[config.mk]
export PLATFORM = sky130hd
export DESIGN_NAME = flash_toggle_status
export DESIGN_NICKNAME = d
export VERILOG_FILES = /design/src/rtl/fts_pkg.sv /design/src/rtl/fts_ctrl.sv /design/src/rtl/fts_datapath.sv /design/src/rtl/flash_toggle_status.sv
export SDC_FILE = /design/constraint.sdc
export NUM_CORES = 1
export LEC_CHECK = 0
export ABC_AREA = 1
export BUFFER_PORTS_ARGS = -buffer_cell sky130_fd_sc_hd__buf_4
export CAP_MARGIN = 20
export CORE_AREA = 5 5 49 51
export CTS_CLUSTER_DIAMETER = 150
export CTS_CLUSTER_SIZE = 12
export DETAILED_ROUTE_END_ITERATION = 7
export DIE_AREA = 0 0 54 56
export PLACE_DENSITY = 0.66
export SETUP_SLACK_MARGIN = 0.4
export SLEW_MARGIN = 20
export SYNTH_ARGS = -nofsm -noshare
export SYNTH_HDL_FRONTEND = slang
export SYNTH_SLANG_ARGS = --single-unit
[constraint.sdc]
create_clock -name clk -period 1.6 [get_ports clk]
set_input_delay 0.08 -clock clk [delete_from_list [all_inputs] [get_ports clk]]
set_output_delay 0.08 -clock clk [all_outputs]
set_load 0.01 [all_outputs]
[src/rtl/fts_pkg.sv]
package fts_pkg;
  // Strobes from the control module to the datapath.
  typedef struct packed {
    logic clearTog;     // new command: reset toggle state
    logic flipTog;      // new active read cycle: invert toggle state
    logic loadProt;     // start protect interval
    logic protIsErase;  // choose the erase interval length when loading
    logic cancelProt;   // new unprotected command: stop any interval
    logic latchKind;    // capture the command kind
    logic kindErase;    // command kind to capture
    logic readNow;      // both strobes low this cycle
    logic statusSel;    // return status instead of array data
  } ftsStrobes_t;
endpackage

[src/rtl/fts_ctrl.sv]
module fts_ctrl
  import fts_pkg::*;
(
  input  logic        clk,
  input  logic        rst_n,
  input  logic        ceN,
  input  logic        oeN,
  input  logic        cmdStart,
  input  logic        cmdIsErase,
  input  logic        targetProt,
  input  logic        pgmBusy,
  input  logic        eraseBusy,
  input  logic        eraseSusp,
  input  logic        protRun,
  output ftsStrobes_t strobes,
  output logic        bankActive
);
  logic rdNow;
  logic rdPrev;
  logic rdStart;

  assign rdNow   = !ceN && !oeN;
  assign rdStart = rdNow && !rdPrev;

  always_ff @(posedge clk) begin
    if (!rst_n) rdPrev <= 1'b0;
    else        rdPrev <= rdNow;
  end

  // Erase counts only when not suspended; a program counts always.
  assign bankActive = pgmBusy || (eraseBusy && !eraseSusp) || protRun;

  always_comb begin
    strobes             = '0;
    strobes.clearTog    = cmdStart;
    strobes.flipTog     = bankActive && rdStart && !cmdStart;
    strobes.loadProt    = cmdStart && targetProt;
    strobes.protIsErase = cmdIsErase;
    strobes.cancelProt  = cmdStart && !targetProt;
    strobes.latchKind   = cmdStart;
    strobes.kindErase   = cmdIsErase;
    strobes.readNow     = rdNow;
    strobes.statusSel   = bankActive;
  end
endmodule

[src/rtl/fts_datapath.sv]
module fts_datapath
  import fts_pkg::*;
#(
  parameter int DATA_W          = 16,
  parameter int TOG_BIT         = 6,
  parameter int AUX_BIT         = 2,
  parameter bit AUX_MIRROR      = 1'b1,
  parameter int PGM_PROT_CYCLES = 20,
  parameter int ERS_PROT_CYCLES = 40
) (
  input  logic              clk,
  input  logic              rst_n,
  input  ftsStrobes_t       strobes,
  input  logic [DATA_W-1:0] arrayData,
  output logic              protRun,
  output logic [DATA_W-1:0] dataOut
);
  localparam int MAX_CYC = (PGM_PROT_CYCLES > ERS_PROT_CYCLES) ? PGM_PROT_CYCLES : ERS_PROT_CYCLES;
  localparam int CNT_W   = $clog2(MAX_CYC + 1);
  localparam logic [CNT_W-1:0] PGM_LEN = CNT_W'(PGM_PROT_CYCLES);
  localparam logic [CNT_W-1:0] ERS_LEN = CNT_W'(ERS_PROT_CYCLES);

  logic             togReg;
  logic             kindReg;
  logic             readReg;
  logic [CNT_W-1:0] protCnt;
  logic             auxVal;
  logic [DATA_W-1:0] statusWord;

  always_ff @(posedge clk) begin
    if (!rst_n) begin
      togReg  <= 1'b0;
      kindReg <= 1'b0;
      readReg <= 1'b0;
    end else begin
      readReg <= strobes.readNow;
      if (strobes.latchKind) kindReg <= strobes.kindErase;
      if (strobes.clearTog)     togReg <= 1'b0;
      else if (strobes.flipTog) togReg <= ~togReg;
    end
  end

  always_ff @(posedge clk) begin
    if (!rst_n)                  protCnt <= '0;
    else if (strobes.loadProt)   protCnt <= strobes.protIsErase ? ERS_LEN : PGM_LEN;
    else if (strobes.cancelProt) protCnt <= '0;
    else if (protCnt != '0)      protCnt <= protCnt - 1'b1;
  end

  assign protRun = (protCnt != '0);

  generate
    if (AUX_MIRROR) begin : g_auxMirror
      assign auxVal = togReg && kindReg;
    end else begin : g_auxZero
      assign auxVal = 1'b0;
    end
  endgenerate

  always_comb begin
    statusWord          = '0;
    statusWord[TOG_BIT] = togReg;
    statusWord[AUX_BIT] = auxVal;
  end

  always_comb begin
    if (!readReg)               dataOut = '0;
    else if (strobes.statusSel) dataOut = statusWord;
    else                        dataOut = arrayData;
  end
endmodule

[src/rtl/flash_toggle_status.sv]
module flash_toggle_status
  import fts_pkg::*;
#(
  parameter int DATA_W          = 16,
  parameter int PGM_PROT_CYCLES = 20,
  parameter int ERS_PROT_CYCLES = 40
) (
  input  logic              clk,
  input  logic              rst_n,
  input  logic              ceN,
  input  logic              oeN,
  input  logic              cmdStart,
  input  logic              cmdIsErase,
  input  logic              targetProt,
  input  logic              pgmBusy,
  input  logic              eraseBusy,
  input  logic              eraseSusp,
  input  logic [DATA_W-1:0] arrayData,
  output logic [DATA_W-1:0] dataOut,
  output logic              rdyOe,
  output logic              rdyOut
);
  ftsStrobes_t strobes;
  logic        protRun;
  logic        bankActive;

  fts_ctrl u_ctrl (
    .clk(clk), .rst_n(rst_n), .ceN(ceN), .oeN(oeN),
    .cmdStart(cmdStart), .cmdIsErase(cmdIsErase), .targetProt(targetProt),
    .pgmBusy(pgmBusy), .eraseBusy(eraseBusy), .eraseSusp(eraseSusp),
    .protRun(protRun), .strobes(strobes), .bankActive(bankActive)
  );

  fts_datapath #(
    .DATA_W(DATA_W), .TOG_BIT(6), .AUX_BIT(2), .AUX_MIRROR(1'b1),
    .PGM_PROT_CYCLES(PGM_PROT_CYCLES), .ERS_PROT_CYCLES(ERS_PROT_CYCLES)
  ) u_dp (
    .clk(clk), .rst_n(rst_n), .strobes(strobes), .arrayData(arrayData),
    .protRun(protRun), .dataOut(dataOut)
  );

  assign rdyOe  = bankActive;
  assign rdyOut = 1'b0;
endmodule

; ---- Word level (Yosys, flattened, before mapping)
; Index checks and enable logic that the tools add are counted.
[totals]
ff_bits = 9
out_inout_bits = 18
word_cells = 32
[classes]
add_sub_neg = 1
mux = 6
bitwise = 2
n_reduce_logical = 19
[ops]
columns = cell, n
row1 = $mux W16, 2
row2 = $mux W6, 4
row3 = $logic_and A1 B1 Y1, 8
row4 = $logic_not A1 Y1, 6
row5 = $reduce_bool A6 Y1, 1
row6 = $sub A6 B1 Y6 const B, 1
row7 = $reduce_bool A3 Y1, 1
row8 = $logic_or A1 B1 Y1, 2
row9 = $not A1 Y1, 2
row10 = $reduce_or A2 Y1, 1

; ---- Logic depth before layout (Yosys ltp)
[logic_depth]
word_depth = 6
ltp_mapped = 8
mapped_depth_nobuf = 8

; ---- Modules after synthesis
; Synthesis repeated with hierarchy kept, for this count alone.
[hier_totals]
cells_unflattened = 122
hier_area_um2 = 754.5
[modules_own_cells]
columns = mod, n_inst, cells_each, area_each_um2, seq_area_each_um2
row1 = fts_datapath, 1, 97, 606.8, 180.2
row2 = fts_ctrl, 1, 23, 136.4, 20.0
row3 = flash_toggle_status, 1, 2, 11.3, 0.0

; ---- Worst setup path before layout
; OpenSTA, ideal clock, no wires.
[synth_timing]
path_kind = reg-to-output
startpoint = reg u_dp.protCnt[0]
endpoint = out dataOut[10]
t_arrival_ns = 1.184
setup_slack_ns = 0.336
path_stages_with_launch = 8
path_buffers = 1
path_cell_list = dfxtp_1 > inv_1 > ha_1 > nand2_1 > nor2_2 > nand3_2 > buf_6 > nor2_1
[synth_via]
elab_chain_cells = 4
[synth_rtl]
columns = element, line_no
row1 = "start, declared", fts_datapath.sv:26  ; logic [CNT_W-1:0] protCnt;
row2 = "start signal, assigned", fts_datapath.sv:45  ; else if (strobes.loadProt) protCnt <= strobes.protIsErase ? ERS_LEN : PGM_LEN;
row3 = "start signal, assigned", fts_datapath.sv:47  ; else if (protCnt != '0) protCnt <= protCnt - 1'b1;
row4 = $reduce_bool A6 Y1, fts_datapath.sv:50  ; assign protRun = (protCnt != '0);
row5 = $logic_or A1 B1 Y1, fts_ctrl.sv:31  ; assign bankActive = pgmBusy || (eraseBusy && !eraseSusp) || protRun;
row6 = $mux W16, fts_datapath.sv:68  ; else if (strobes.statusSel) dataOut = statusWord;
row7 = $mux W16, fts_datapath.sv:67  ; if (!readReg) dataOut = '0;
row8 = "end, declared", flash_toggle_status.sv:19  ; output logic [DATA_W-1:0] dataOut,
; Every way passes these cells.

; ---- Final worst setup path
[layout_timing]
startpoint = reg u_dp.protCnt[1]
endpoint = out dataOut[6]
; The elaborated chain is that of the path after synthesis.

==> flow_metrics.env <==
export IMPL_path_class="flop to output pin"
export IMPL_nets=188
export IMPL_die_area_um2=3020
export IMPL_grt_util_met3=0.0456
export IMPL_routed_wl_um=2300
export IMPL_powerDensity_nw_per_um2=692
export IMPL_fmax_mhz=634
export IMPL_min_to="u_dp.kindReg$_SDFFE_PN0P_"
export IMPL_synth_area_leaders="dfxtp_1 29%, inv_1 15%, nor2_1 14%"
export IMPL_grtUsageTotal=0.148
export IMPL_maxSlewViolCount=0
export IMPL_vias_per_cell=4.46
export IMPL_hold_viol=0
export IMPL_multiInputGateArea_um2=484
export IMPL_pre_cts_ws_ns=0.196
export IMPL_cts_buffers=3
export IMPL_numClockSinks=9
export IMPL_tns_ns=0
export IMPL_finClkSkew_ns=0.00429
export IMPL_detail_route_iter0_violations=20
export IMPL_hpwl_um=1570
export IMPL_synth_cells=107
export IMPL_start_util=0.326
export IMPL_period_minus_slack_ns=1.58
export IMPL_max_stage_delay_ns=0.32
export IMPL_gp_congestion=0.842
export IMPL_grt_most_used_layer="met2"
export IMPL_fin_crit_sh=0.985
export IMPL_path_clk_slew_ns=0.06
export IMPL_grt_overflow_total=0
export IMPL_setup_viol=0
export IMPL_mostFrequentLayoutCells="32 x buf_4, 21 x inv_1, 15 x buf_6"
export IMPL_use_met1=0.177
export IMPL_final_common_cell="buf_4"
export IMPL_endpoint_kind="output pin"
export IMPL_clockBufferDepth=2
export IMPL_critical_path_max_fanout=3
export IMPL_drive_gt1_frac=0.525
export IMPL_worst_r2r_setup_slack_ns=0.25
export IMPL_clk_latency_ns=0.26
export IMPL_synth_area_um2=619
export IMPL_peakVddDrop_mv=0.581
export IMPL_ys_warn_count=0
export IMPL_rsz0062_at_grt="true"
export IMPL_n_antenna_cell=0
export IMPL_status="completed"
export IMPL_min_from="cmdIsErase"
export IMPL_hold_path_depth=3
export IMPL_syn_to_final_growth_pct=110
export IMPL_final_seq_area_um2=185
export IMPL_avgSynthCellArea_um2=5.79
export IMPL_ys_ff_latch=9
export IMPL_drc=0
export IMPL_coreArea_um2=1900
export IMPL_io_pins=44
export IMPL_root_buffer="clkbuf_4"
export IMPL_r2r_cells=8
export IMPL_cp_start_kind="flop"
export IMPL_yosysTopAreaCell="dfxtp_1"
export IMPL_drt_pass1_iter_count=4
export IMPL_hold_class="input pin to flop"
export IMPL_grt_max_degree=7
export IMPL_io_buffers=42
export IMPL_num_vias=834
export IMPL_h_tree_depth=1
export IMPL_worst_slack_ns=0.0237
export IMPL_core_rowCount=16
export IMPL_synth_cell_types=17
export IMPL_cp_arrival_ns=1.50
export IMPL_die_w_um=54
export IMPL_fp_dieH_um=56
export IMPL_netlist_area_leader_share=0.291
export IMPL_r2r_end="u_dp.protCnt[2]$_SDFFE_PN0P_"
export IMPL_grt_pass1_wl_um=3440
export IMPL_postRouteAntennaNets=0
export IMPL_seq_area_frac_synth=0.291
export IMPL_nFillCells=151
export IMPL_use_met2=0.247
export IMPL_grt_pass1_vias=778
export IMPL_antenna_found_initial=0
export IMPL_critPathRequiredTime_ns=1.52
export IMPL_avgRoutedWirePerCell_um=12.3
export IMPL_rr_startpoint="u_dp.protCnt[1]$_SDFFE_PN0P_"
export IMPL_cts_tree="done"
export IMPL_max_cap_violations=0
export IMPL_syn_nets=134
export IMPL_p_leak_nw=0.661
export IMPL_path_cells="inv_2 -> ha_4 -> nand2_4 -> nor2_4 -> nand3_4 -> buf_6 -> inv_4 -> nand2_4 -> nand2_2 -> buf_6"
export IMPL_crit_slowest_cell="dfxtp_2"
## how the worst max path moves through the flow
stage	startpoint	to	slack [ns]	depth (start not counted)
4_1_cts	u_dp.protCnt[0]$_SDFFE_PN0P_	dataOut[2]	0.03	10
3_5_place_dp	u_dp.protCnt[0]$_SDFFE_PN0P_	dataOut[15]	0.20	8
6_report	u_dp.protCnt[1]$_SDFFE_PN0P_	dataOut[6]	0.02	10
2_1_floorplan	u_dp.protCnt[0]$_SDFFE_PN0P_	dataOut[10]	0.39	7
5_1_grt	u_dp.protCnt[0]$_SDFFE_PN0P_	dataOut[6]	-0.08	10
3_3_place_gp	u_dp.protCnt[0]$_SDFFE_PN0P_	dataOut[15]	0.24	8
## repair_timing
| action | in CTS | in global routing |
|---|---|---|
| endpoints found under the setup margin | 23 | 24 |
| resized for setup | 29 | 12 |
| endpoints found under the hold margin | 1 | 0 |
| cloned | 1 | 0 |
| setup buffers | 5 | 0 |
| hold buffers | 2 | 0 |
| pin swaps | 5 | 5 |
## synthesized netlist by cell type
library cell	number
inv_1	25
nor2_1	23
nand2_1	19
dfxtp_1	9
a21oi_1	7
nand3_1	7
nor3_1	3
o21ai_0	3
nand3_2	2
nand4_1	2
buf_4	1
buf_6	1
conb_1	1
ha_1	1
nor2_2	1
o21ai_1	1
o21ai_2	1
## metrics by stage
step / util / power [mW] / hold slack, ns / instance area (um^2) / std cells
after floorplan: - / 0.515 / 0.157 / 722 / 107
after global placement: 0.553 / 0.615 / 0.258 / 1050 / 175
after detailed placement: 0.553 / 0.621 / 0.263 / 1050 / 175
after CTS: 0.668 / 0.894 / 0.0485 / 1270 / 187
after global routing: 0.685 / 0.976 / 0.108 / 1300 / 187
final: 0.685 / 0.901 / 0.0535 / 1300 / 187
## final cells by class
type                            instances  share of cell area
Inverter                               25              0.0740
Timing Repair Buffer                   51               0.366
Clock buffer                            4              0.0202
Tap cell                               27              0.0259
Sequential cell                         9               0.142
Multi-Input combinational cell         71               0.372
## logic make-up (layout without fill, tap and decap cells)
family | Yosys count | count (layout) | share of synthesized area
AND/OR/NAND/NOR | 57 | 57 | 0.398
buffers and inverters | 27 | 80 | 0.182
AO/OA/AOI/OAI | 12 | 12 | 0.103
flip-flops | 9 | 9 | 0.291
adder cells (fa/ha/maj) | 1 | 1 | 0.0202
other | 1 | 1 | 0.00605
## layer usage
layer / wire, um / vias up
met5: 0 / -
met4: 31 / 0
met3: 305 / 4
met2: 1050 / 38
met1: 907 / 362
li1: - / 430
## sequential cells by signal, indices dropped and copies added, names as in the netlist
signal / cells
u_dp.protCnt: 6
u_dp.readReg: 1
u_dp.kindReg: 1
u_dp.togReg: 1
## power by group
part	leakage [nW]	internal [mW]	switching [mW]
clock network	0.0150	0.0960	0.0776
registers	0.0755	0.258	0.0281
logic	0.570	0.204	0.237
total	0.661	0.558	0.342
## critical path: cells and delay by family (launching register included)
kind	cells	cell delay [ns]
AND/OR/NAND/NOR	5	0.40
buffers and inverters	4	0.38
flip-flops	1	0.32
adder cells (fa/ha/maj)	1	0.14
Note: power is estimated with default switching activity, not from simulation.
